## src/rtl/frt_pkg.sv

```systemverilog
package frt_pkg;

    typedef enum logic {
        ST_STOP = 1'b0,
        ST_RUN  = 1'b1
    } frt_state_e;

    localparam int A_CTRL   = 0;
    localparam int A_CAPCFG = 1;
    localparam int A_FLAGS  = 2;
    localparam int A_COUNT  = 3;
    localparam int A_CMP0   = 4;

endpackage

```

## src/rtl/frt_edge_sync.sv

```systemverilog
module frt_edge_sync (
    input  logic clk,
    input  logic rst_n,
    input  logic din,
    output logic lvl,
    output logic edge_seen
);

    logic meta_q;
    logic sync_q;
    logic prev_q;

    always_ff @(posedge clk or negedge rst_n) begin
        if (!rst_n) begin
            meta_q <= 1'b0;
            sync_q <= 1'b0;
            prev_q <= 1'b0;
        end else begin
            meta_q <= din;
            sync_q <= meta_q;
            prev_q <= sync_q;
        end
    end

    assign lvl       = sync_q;
    assign edge_seen = sync_q ^ prev_q;

endmodule

```

## src/rtl/frt_tick_gen.sv

```systemverilog
module frt_tick_gen #(
    parameter int PS_W = 3
) (
    input  logic            clk,
    input  logic            rst_n,
    input  logic            run,
    input  logic            restart,
    input  logic            ext_sel,
    input  logic            ext_rise,
    input  logic [PS_W-1:0] sel,
    output logic            tick
);

    localparam int DIV_W = (1 << PS_W) - 1;

    logic [DIV_W-1:0] div_q;
    logic [DIV_W-1:0] mask;

    assign mask = DIV_W'((32'd1 << sel) - 32'd1);

    always_ff @(posedge clk or negedge rst_n) begin
        if (!rst_n) begin
            div_q <= '0;
        end else if (!run || restart) begin
            div_q <= '0;
        end else begin
            div_q <= div_q + 1'b1;
        end
    end

    assign tick = run && (ext_sel ? ext_rise : ((div_q & mask) == mask));

endmodule

```

## src/rtl/frt_timer.sv

```systemverilog
module frt_timer
    import frt_pkg::*;
#(
    parameter int CNT_W  = 16,
    parameter int N_CAP  = 4,
    parameter int N_CMP  = 4,
    parameter int PS_W   = 3,
    parameter int ADDR_W = 4
) (
    input  logic               clk,
    input  logic               rst_n,
    input  logic               wr_en,
    input  logic [ADDR_W-1:0]  addr,
    input  logic [CNT_W-1:0]   wdata,
    output logic [CNT_W-1:0]   rdata,
    input  logic               ext_clk,
    input  logic [N_CAP-1:0]   cap_in,
    output logic [N_CMP/2-1:0] cmp_out,
    output logic               irq
);

    localparam int PAIRS    = N_CMP / 2;
    localparam int FLAG_W   = 1 + N_CMP + N_CAP;
    localparam int CAP_BASE = A_CMP0 + N_CMP;
    localparam int EXT_BIT  = PS_W;
    localparam int RUN_BIT  = PS_W + 1;
    localparam int CLR_BIT  = PS_W + 2;
    localparam int CFG_W    = PS_W + 2;

    frt_state_e state_q, state_d;
    logic                        running;
    logic [CFG_W-1:0]            ctrl_q;
    logic [2*N_CAP-1:0]          capcfg_q;
    logic [FLAG_W-1:0]           flags_q;
    logic [FLAG_W-1:0]           flag_ev;
    logic [FLAG_W-1:0]           flag_keep;
    logic [CNT_W-1:0]            cnt_q;
    logic [N_CMP-1:0][CNT_W-1:0] cmp_q;
    logic [N_CAP-1:0][CNT_W-1:0] cap_q;
    logic [N_CMP-1:0]            cmp_ev;
    logic [N_CAP-1:0]            cap_ev;
    logic [N_CAP-1:0]            cap_lvl;
    logic [N_CAP-1:0]            cap_edge;
    logic [PAIRS-1:0]            out_q;
    logic                        ext_lvl, ext_edge;
    logic                        tick, clr_en, clr_hit, wrap;
    logic                        wr_ctrl, wr_capcfg, wr_flags, wr_count;

    assign wr_ctrl   = wr_en && (addr == ADDR_W'(A_CTRL));
    assign wr_capcfg = wr_en && (addr == ADDR_W'(A_CAPCFG));
    assign wr_flags  = wr_en && (addr == ADDR_W'(A_FLAGS));
    assign wr_count  = wr_en && (addr == ADDR_W'(A_COUNT));

    // Run controller: state register
    always_ff @(posedge clk or negedge rst_n) begin
        if (!rst_n) state_q <= ST_STOP;
        else        state_q <= state_d;
    end

    always_comb begin
        state_d = state_q;
        unique case (state_q)
            ST_STOP: if (wr_ctrl && wdata[RUN_BIT])  state_d = ST_RUN;  // START
            ST_RUN:  if (wr_ctrl && !wdata[RUN_BIT]) state_d = ST_STOP; // HALT
        endcase
    end

    // Run controller: outputs
    always_comb begin
        running = 1'b0;
        unique case (state_q)
            ST_STOP: running = 1'b0;
            ST_RUN:  running = 1'b1;
        endcase
    end

    frt_edge_sync u_ext_sync (
        .clk       (clk),
        .rst_n     (rst_n),
        .din       (ext_clk),
        .lvl       (ext_lvl),
        .edge_seen (ext_edge)
    );

    frt_tick_gen #(.PS_W(PS_W)) u_tick (
        .clk      (clk),
        .rst_n    (rst_n),
        .run      (running),
        .restart  (wr_ctrl || wr_count),
        .ext_sel  (ctrl_q[EXT_BIT]),
        .ext_rise (ext_edge && ext_lvl),
        .sel      (ctrl_q[PS_W-1:0]),
        .tick     (tick)
    );

    generate
        for (genvar gi = 0; gi < N_CAP; gi++) begin : g_cap
            frt_edge_sync u_cap_sync (
                .clk       (clk),
                .rst_n     (rst_n),
                .din       (cap_in[gi]),
                .lvl       (cap_lvl[gi]),
                .edge_seen (cap_edge[gi])
            );
            assign cap_ev[gi] = cap_edge[gi] &&
                ((cap_lvl[gi] && capcfg_q[2*gi]) || (!cap_lvl[gi] && capcfg_q[2*gi+1]));
        end
    endgenerate

    always_comb begin
        for (int i = 0; i < N_CMP; i++) begin
            cmp_ev[i] = tick && (cnt_q == cmp_q[i]);
        end
    end

    assign clr_en    = ctrl_q[CLR_BIT - 1];
    assign clr_hit   = clr_en && cmp_ev[0];
    assign wrap      = tick && (cnt_q == {CNT_W{1'b1}}) && !clr_hit;
    assign flag_ev   = {cap_ev, cmp_ev, wrap};
    assign flag_keep = wr_flags ? wdata[FLAG_W-1:0] : {FLAG_W{1'b1}};

    always_ff @(posedge clk or negedge rst_n) begin
        if (!rst_n) begin
            ctrl_q   <= '0;
            capcfg_q <= '0;
            flags_q  <= '0;
            cnt_q    <= '0;
            cmp_q    <= '0;
            cap_q    <= '0;
            out_q    <= '0;
        end else begin
            if (wr_ctrl)   ctrl_q   <= {wdata[CLR_BIT], wdata[EXT_BIT:0]};
            if (wr_capcfg) capcfg_q <= wdata[2*N_CAP-1:0];
            flags_q <= flag_ev | (flags_q & flag_keep);
            if (wr_count)     cnt_q <= wdata;
            else if (clr_hit) cnt_q <= '0;
            else if (tick)    cnt_q <= cnt_q + 1'b1;
            for (int i = 0; i < N_CMP; i++) begin
                if (wr_en && addr == ADDR_W'(A_CMP0 + i)) cmp_q[i] <= wdata;
            end
            for (int i = 0; i < N_CAP; i++) begin
                if (cap_ev[i]) cap_q[i] <= cnt_q;
            end
            for (int k = 0; k < PAIRS; k++) begin
                out_q[k] <= out_q[k] ^ (cmp_ev[2*k] | cmp_ev[2*k+1]);
            end
        end
    end

    always_comb begin
        rdata = '0;
        if (addr == ADDR_W'(A_CTRL)) begin
            rdata[CLR_BIT]    = clr_en;
            rdata[RUN_BIT]    = running;
            rdata[EXT_BIT:0]  = ctrl_q[EXT_BIT:0];
        end
        if (addr == ADDR_W'(A_CAPCFG)) rdata[2*N_CAP-1:0] = capcfg_q;
        if (addr == ADDR_W'(A_FLAGS))  rdata[FLAG_W-1:0]  = flags_q;
        if (addr == ADDR_W'(A_COUNT))  rdata = cnt_q;
        for (int i = 0; i < N_CMP; i++) begin
            if (addr == ADDR_W'(A_CMP0 + i)) rdata = cmp_q[i];
        end
        for (int i = 0; i < N_CAP; i++) begin
            if (addr == ADDR_W'(CAP_BASE + i)) rdata = cap_q[i];
        end
    end

    assign cmp_out = out_q;
    assign irq     = |flags_q;

endmodule

```

## config.mk

```make
export PLATFORM = sky130hd
export DESIGN_NAME = frt_timer
export DESIGN_NICKNAME = d
export VERILOG_FILES = /design/src/rtl/frt_pkg.sv /design/src/rtl/frt_edge_sync.sv /design/src/rtl/frt_tick_gen.sv /design/src/rtl/frt_timer.sv
export SDC_FILE = /design/constraint.sdc
export NUM_CORES = 1
export LEC_CHECK = 0
export ABC_AREA = 0
export BUFFER_PORTS_ARGS = -buffer_cell sky130_fd_sc_hd__buf_4
export CAP_MARGIN = 10
export CORE_ASPECT_RATIO = 1.25
export CORE_MARGIN = 10
export CORE_UTILIZATION = 64
export CTS_BUF_LIST = sky130_fd_sc_hd__clkbuf_8
export DETAILED_ROUTE_END_ITERATION = 10
export PLACE_DENSITY = 0.91
export SETUP_SLACK_MARGIN = 0.4
export SLEW_MARGIN = 20
export SYNTH_ARGS = -nofsm -noshare
export SYNTH_HDL_FRONTEND = slang
export SYNTH_SLANG_ARGS = --single-unit
```

## constraint.sdc

```tcl
create_clock -name clk -period 2.6 [get_ports clk]
set_input_delay 0.39 -clock clk [delete_from_list [all_inputs] [get_ports clk]]
set_output_delay 0.39 -clock clk [all_outputs]
set_load 0.01 [all_outputs]
```

After elaboration in Yosys (flattened, before gate mapping)
Cells that the tools add are included.
{"block": "classes", "n_mux": 22, "reduce_logical": 47, "n_shift": 1, "bitwise": 13, "n_eq_ne": 17, "addsub": 3}
{"operator": "$mux 16", "count": 12}
{"operator": "$eq 16x16->1", "count": 4}
{"operator": "$logic_and 1x1->1", "count": 31}
{"operator": "$mux 9", "count": 2}
{"operator": "$add 16x1->16 const B", "count": 1}
{"operator": "$eq 16x16->1 const B", "count": 1}
{"operator": "$eq 4x3->1 const B", "count": 4}
{"operator": "$eq 4x4->1 const B", "count": 4}
{"operator": "$and 9x9->9", "count": 1}
{"operator": "$or 9x9->9", "count": 1}
{"operator": "$reduce_or 9->1", "count": 1}
{"operator": "$eq 4x2->1 const B", "count": 2}
{"operator": "$mux 8", "count": 1}
{"operator": "$add 7x1->7 const B", "count": 1}
{"operator": "$and 7x7->7", "count": 1}
{"operator": "$eq 7x7->1", "count": 1}
{"operator": "$logic_not 1->1", "count": 7}
{"operator": "$mux 7", "count": 1}
{"operator": "$shl 1x3->7 const A", "count": 1}
{"operator": "$sub 7x1->7 const B", "count": 1}
{"operator": "$xor 1x1->1", "count": 7}
{"operator": "$logic_or 1x1->1", "count": 6}
{"operator": "$mux 6", "count": 1}
{"operator": "$eq 4x1->1 const B", "count": 1}
{"operator": "other kinds (6)", "count": 10}
{"block": "totals", "input_bits": 28, "regBits": 191, "wordCells": 133, "output_inout_bits": 19}

Depth between registers and ports, before layout
{"block": "logic_depth", "word_depth": 14, "ltp_mapped": 9}

Hierarchy
A second synthesis with hierarchy kept.
{"block": "unflattened", "cells_unflattened": 883, "hier_area_um2": 10057.1}
{"mod": "frt_timer", "area_each_um2": 9262.6, "cells_each": 821, "seq_area_each_um2": 4229.1, "instances": 1}
{"mod": "frt_edge_sync", "area_each_um2": 83.8, "cells_each": 4, "seq_area_each_um2": 75.1, "instances": 5}
{"mod": "frt_tick_gen", "area_each_um2": 375.4, "cells_each": 42, "seq_area_each_um2": 175.2, "instances": 1}

Worst setup path before layout
No wires, ideal clock.
{"block": "synth_timing", "path_type": "input to output", "from": "in addr[1]", "to": "out rdata[0]", "required_ns": 2.210, "arrival_ns": 1.768, "path_stages": 6, "slack_ns": 0.442, "path_cell_list": "buf_2 buf_2 buf_2 mux4_2 a2111oi_0 a31oi_1"}
{"block": "synth_between", "elab_chain_len": 13, "word_cells_on_any_way": 24}
{"element": "start: declaration", "line": "frt_timer.sv:13", "source": "input logic [ADDR_W-1:0] addr,"}
{"element": "$logic_not 4->1", "line": "frt_timer.sv:152", "source": "if (addr == ADDR_W'(A_CTRL)) begin"}
{"element": "$mux 6", "line": "frt_timer.sv:152"}
{"element": "$mux 8", "line": "frt_timer.sv:157", "source": "if (addr == ADDR_W'(A_CAPCFG)) rdata[2*N_CAP-1:0] = capcfg_q;"}
{"element": "$mux 9", "line": "frt_timer.sv:158", "source": "if (addr == ADDR_W'(A_FLAGS)) rdata[FLAG_W-1:0] = flags_q;"}
{"element": "$mux 16", "line": "frt_timer.sv:159", "source": "if (addr == ADDR_W'(A_COUNT)) rdata = cnt_q;"}
{"element": "$mux 16 (4 in series)", "line": "frt_timer.sv:161", "source": "if (addr == ADDR_W'(A_CMP0 + i)) rdata = cmp_q[i];"}
{"element": "$mux 16 (3 in series)", "line": "frt_timer.sv:164", "source": "if (addr == ADDR_W'(CAP_BASE + i)) rdata = cap_q[i];"}
{"element": "$mux 16 (*)", "line": "frt_timer.sv:164"}
{"element": "end: declaration", "line": "frt_timer.sv:15", "source": "output logic [CNT_W-1:0] rdata,"}
Mark *: on every way between the ends. The rest lies on a longest branch, timed or not.

Worst setup path after layout
{"block": "layout_timing", "from": "in addr[0]", "to": "out rdata[5]"}
Same word-level chain as after synthesis.

==> impl_metrics.env <==
export IMPL_status="complete, no violations"
export IMPL_p_int_mw=6.41
export IMPL_hold_start="wdata[9]"
export IMPL_async_reset_ff_share_pct=100
export IMPL_ys_warn_count=0
export IMPL_start_util_pct=64.7
export IMPL_ant_nets=0
export IMPL_firstDrtPassIters=6
export IMPL_wl_per_cell_um=26.4
export IMPL_synth_fp_nets=937
export IMPL_cts_tree="done"
export IMPL_max_freq_mhz=398
export IMPL_power_frac_clock_pct=20.5
export IMPL_crit_fanout=22
export IMPL_cp_required_ns=2.21
export IMPL_die_y_um=160
export IMPL_wirelength_um=32600
export IMPL_htree_num_levels=4
export IMPL_syn2layout_area_growth_pct=19.1
export IMPL_finalHoldViolCount=0
export IMPL_regToRegEndpoint="cnt_q[15]"
export IMPL_peakVddDrop_v=0.000524
export IMPL_grt_pass1_vias=8663
export IMPL_yosys_area_top_type="dfrtp_1"
export IMPL_dp_hpwl_um=20400
export IMPL_clk_pin_slew_ns=0.10
export IMPL_yosysTopAreaCellShare_pct=47.6
export IMPL_syn_area_per_cell_um2=11.1
export IMPL_hold_path_end="cmp_q[25]"
export IMPL_worst_setup_path_end_kind="primary output"
export IMPL_synthTopCellsByArea="dfrtp_1 48%, mux2_2 16%, xnor2_1 5.8%"
export IMPL_finalMaxSlewViolations=0
export IMPL_p_leak_nw=4.98
export IMPL_gp_congestion=0.998
export IMPL_drtIter0Drc=1551
export IMPL_synth_distinct_cells=63
export IMPL_setup_viol=0
export IMPL_grt_pass1_wl_um=49700
export IMPL_cts_num_sinks=191
export IMPL_p_switching_mw=3.57
export IMPL_synth_edff_count=0
export IMPL_finalCritPeriodShare_pct=96.7
export IMPL_hp_class="primary input to flip-flop"
export IMPL_vias_per_cell=7.05
export IMPL_ioPinCount=47
export IMPL_rr_startpoint="cnt_q[5]"
export IMPL_busiest_layer="met2"
export IMPL_worst_pin_slew_ns=0.638
export IMPL_hold_path_depth=2
export IMPL_layout_setup_ws_ns=0.0860
export IMPL_powerDensity_nw_per_um2=835
export IMPL_clk_latency_ns=0.49
export IMPL_path_class="primary input to primary output"
export IMPL_antenna_found_initial=0
export IMPL_grt_met2_usage_pct=48.6
export IMPL_p_comb_share_pct=34.4
export IMPL_final_nets=1041
export IMPL_relSlewSlack_pct=57.4
export IMPL_crit_arrival_ns=2.12
export IMPL_ys_seq_area_share_pct=47.6
export IMPL_cp_start_kind="primary input"
export IMPL_ys_ff_latch=191
export IMPL_rows=51
export IMPL_drive_gt1_share_pct=37.6
export IMPL_cts_buffer_depth=2
export IMPL_numCtsBuffers=17
export IMPL_cts_root_buffer="clkbuf_8"
export IMPL_rsz0062_at_grt="true"
export IMPL_drc=0
export IMPL_met3_usage_pct=7.00
export IMPL_met1_usage_pct=35.2
export IMPL_rrSetupSlack_ns=0.43
export IMPL_switching_share_pct=35.8
export IMPL_syn_area_um2=10000
export IMPL_core_area_um2=15500
export IMPL_antenna_cells=0
export IMPL_clock_skew_ns=0.0137
export IMPL_vias=8716
export IMPL_power_mw=9.98
export IMPL_crit_path_start="addr[0]"
export IMPL_die_w_um=132
export IMPL_die_area_um2=21100
export IMPL_drv_cap=0
export IMPL_port_buffers=46
export IMPL_dpl_worst_slack_ns=-0.000421
export IMPL_grt_usage_pct=29.9
export IMPL_reg2reg_depth=7
export IMPL_seqPwrFrac_pct=45.1
export IMPL_synthFlopType="dfrtp_1"
export IMPL_period_needed_ns=2.51
export IMPL_grt_overflow_total=0
export IMPL_grt_max_degree=77
export IMPL_syn_inst=907
-- cell usage in the layout, fill, tap and decap left out, types with 6 or more instances in the layout --
| cell | n |
|---|---|
| clkbuf_8 | 21 |
| mux2i_1 | 20 |
| mux4_2 | 10 |
| inv_1 | 6 |
| dlygate4sd3_1 | 6 |
| dfrtp_2 | 8 |
| mux2_2 | 145 |
| nand2_1 | 60 |
| buf_4 | 120 |
| a21oi_1 | 46 |
| xnor2_1 | 62 |
| nor3_1 | 12 |
| dfrtp_1 | 183 |
| buf_12 | 8 |
| o21ai_0 | 42 |
| nand3_1 | 24 |
| and3_1 | 8 |
| nor2_1 | 42 |
| o21ai_1 | 19 |
| nand2b_1 | 10 |
| a31oi_1 | 8 |
| a32oi_1 | 10 |
| buf_6 | 11 |
| nand4_1 | 19 |
-- Yosys cell counts, types with 3 or more instances --
cell and instances:
dfrtp_1 191, mux2_2 146, xnor2_1 66, nand2_1 62, o21ai_0 55, a21oi_1 51, nor2_1 45, clkbuf_1 31
nand3_1 24, mux2i_1 22, buf_2 19, nand4_1 19, nor3_1 12, a31oi_1 10, a32oi_1 10, mux4_2 10
nand2b_1 10, o21ai_1 10, a22oi_1 8, and3_1 8, nor2b_1 7, buf_6 6, buf_1 5, inv_1 5
o22a_1 5, a211oi_1 4, buf_4 4, nand3b_1 4, nor4_1 4, a2111oi_0 3, and2_1 3, o22ai_1 3
o31a_1 3, xor2_1 3
-- logic make-up after synthesis --
family	after synthesis	share of synthesized area, %
AND/OR/NAND/NOR	213	10.7
buffers and inverters	72	3.53
multiplexers	178	20.8
AO/OA/AOI/OAI	181	11.0
XOR/XNOR	70	6.18
flip-flops	191	47.6
adder cells (fa/ha/maj)	2	0.249
-- power groups by stage --
| stage | Clock (mW) | Sequential [mW] | Combinational [mW] |
|---|---|---|---|
| 6_report | 2.05 | 4.50 | 3.43 |
| 3_3_place_gp | 0 | 4.50 | 2.62 |
| 3_5_place_dp | 0 | 4.55 | 2.73 |
| 4_1_cts | 2.03 | 4.42 | 3.17 |
| 2_1_floorplan | 0 | 4.23 | 1.99 |
| 5_1_grt | 2.17 | 4.55 | 3.58 |
-- worst max-delay path: stages --
cell	delay, ns
buf_12	0.16
buf_4	0.23
nor2_1	0.19
nand2_1	0.19
o21ai_1	0.27
o2111ai_1	0.23
a31oi_2	0.28
buf_4	0.16
-- routing by layer --
layer	share of wire (%)	up-vias
li1	-	3489
met1	34	4200
met2	47	786
met3	11	241
met4	8.0	0
met5	0	-
-- final cells by class --
type,count,area (um2)
clock buffers,20,275
fillers,877,3550
flip-flops and latches,191,4790
well taps,212,265
multi-input cells,644,5140
clock inverters,12,131
repair buffers,150,1330
inverters,7,30.0
-- how the worst max path moves through the flow --
stage                           to  slack, ns  cells past startpoint
final                     rdata[5]       0.09                      8
after global routing      rdata[2]       0.07                      7
after CTS                 rdata[2]       0.11                      7
after detailed placement  rdata[2]    -0.0004                      8
after global placement    rdata[2]       0.02                      8
after floorplan           rdata[0]       0.44                      6
-- registers in the layout, summed over array words and instances (netlist names), named ones only --
signal,cells
g_cap.u_cap_sync.prev_q,4
cnt_q,16
g_cap.u_cap_sync.lvl,4
flags_q,9
g_cap.u_cap_sync.meta_q,4
cmp_out,2
ctrl_q,5
cap_q,64
u_tick.div_q,7
cmp_q,64
u_ext_sync.meta_q,1
u_ext_sync.prev_q,1
capcfg_q,8
u_ext_sync.lvl,1
-- repair_timing --
action / in CTS / in global routing
hold buffers: 5 / 1
resized for setup: 60 / 34
endpoints found under the hold margin: 77 / 1
gates cloned: 0 / 1
setup buffers: 33 / 10
setup endpoints to repair: 18 / 32
pin swaps: 21 / 15
-- metrics by stage --
stage	std cells	hold slack [ns]	util, %	setup TNS, ns	instance area, um2
floorplan	907	0.0944	-	0	10000
global placement	1154	0.340	69.6	0	10800
detailed placement	1154	0.336	69.6	-0.000421	10800
CTS	1224	0.000956	75.6	0	11700
global route	1236	0.159	77.1	0	12000
finish	1236	0.168	77.1	0	12000
Power figures use the tool's default switching activity.
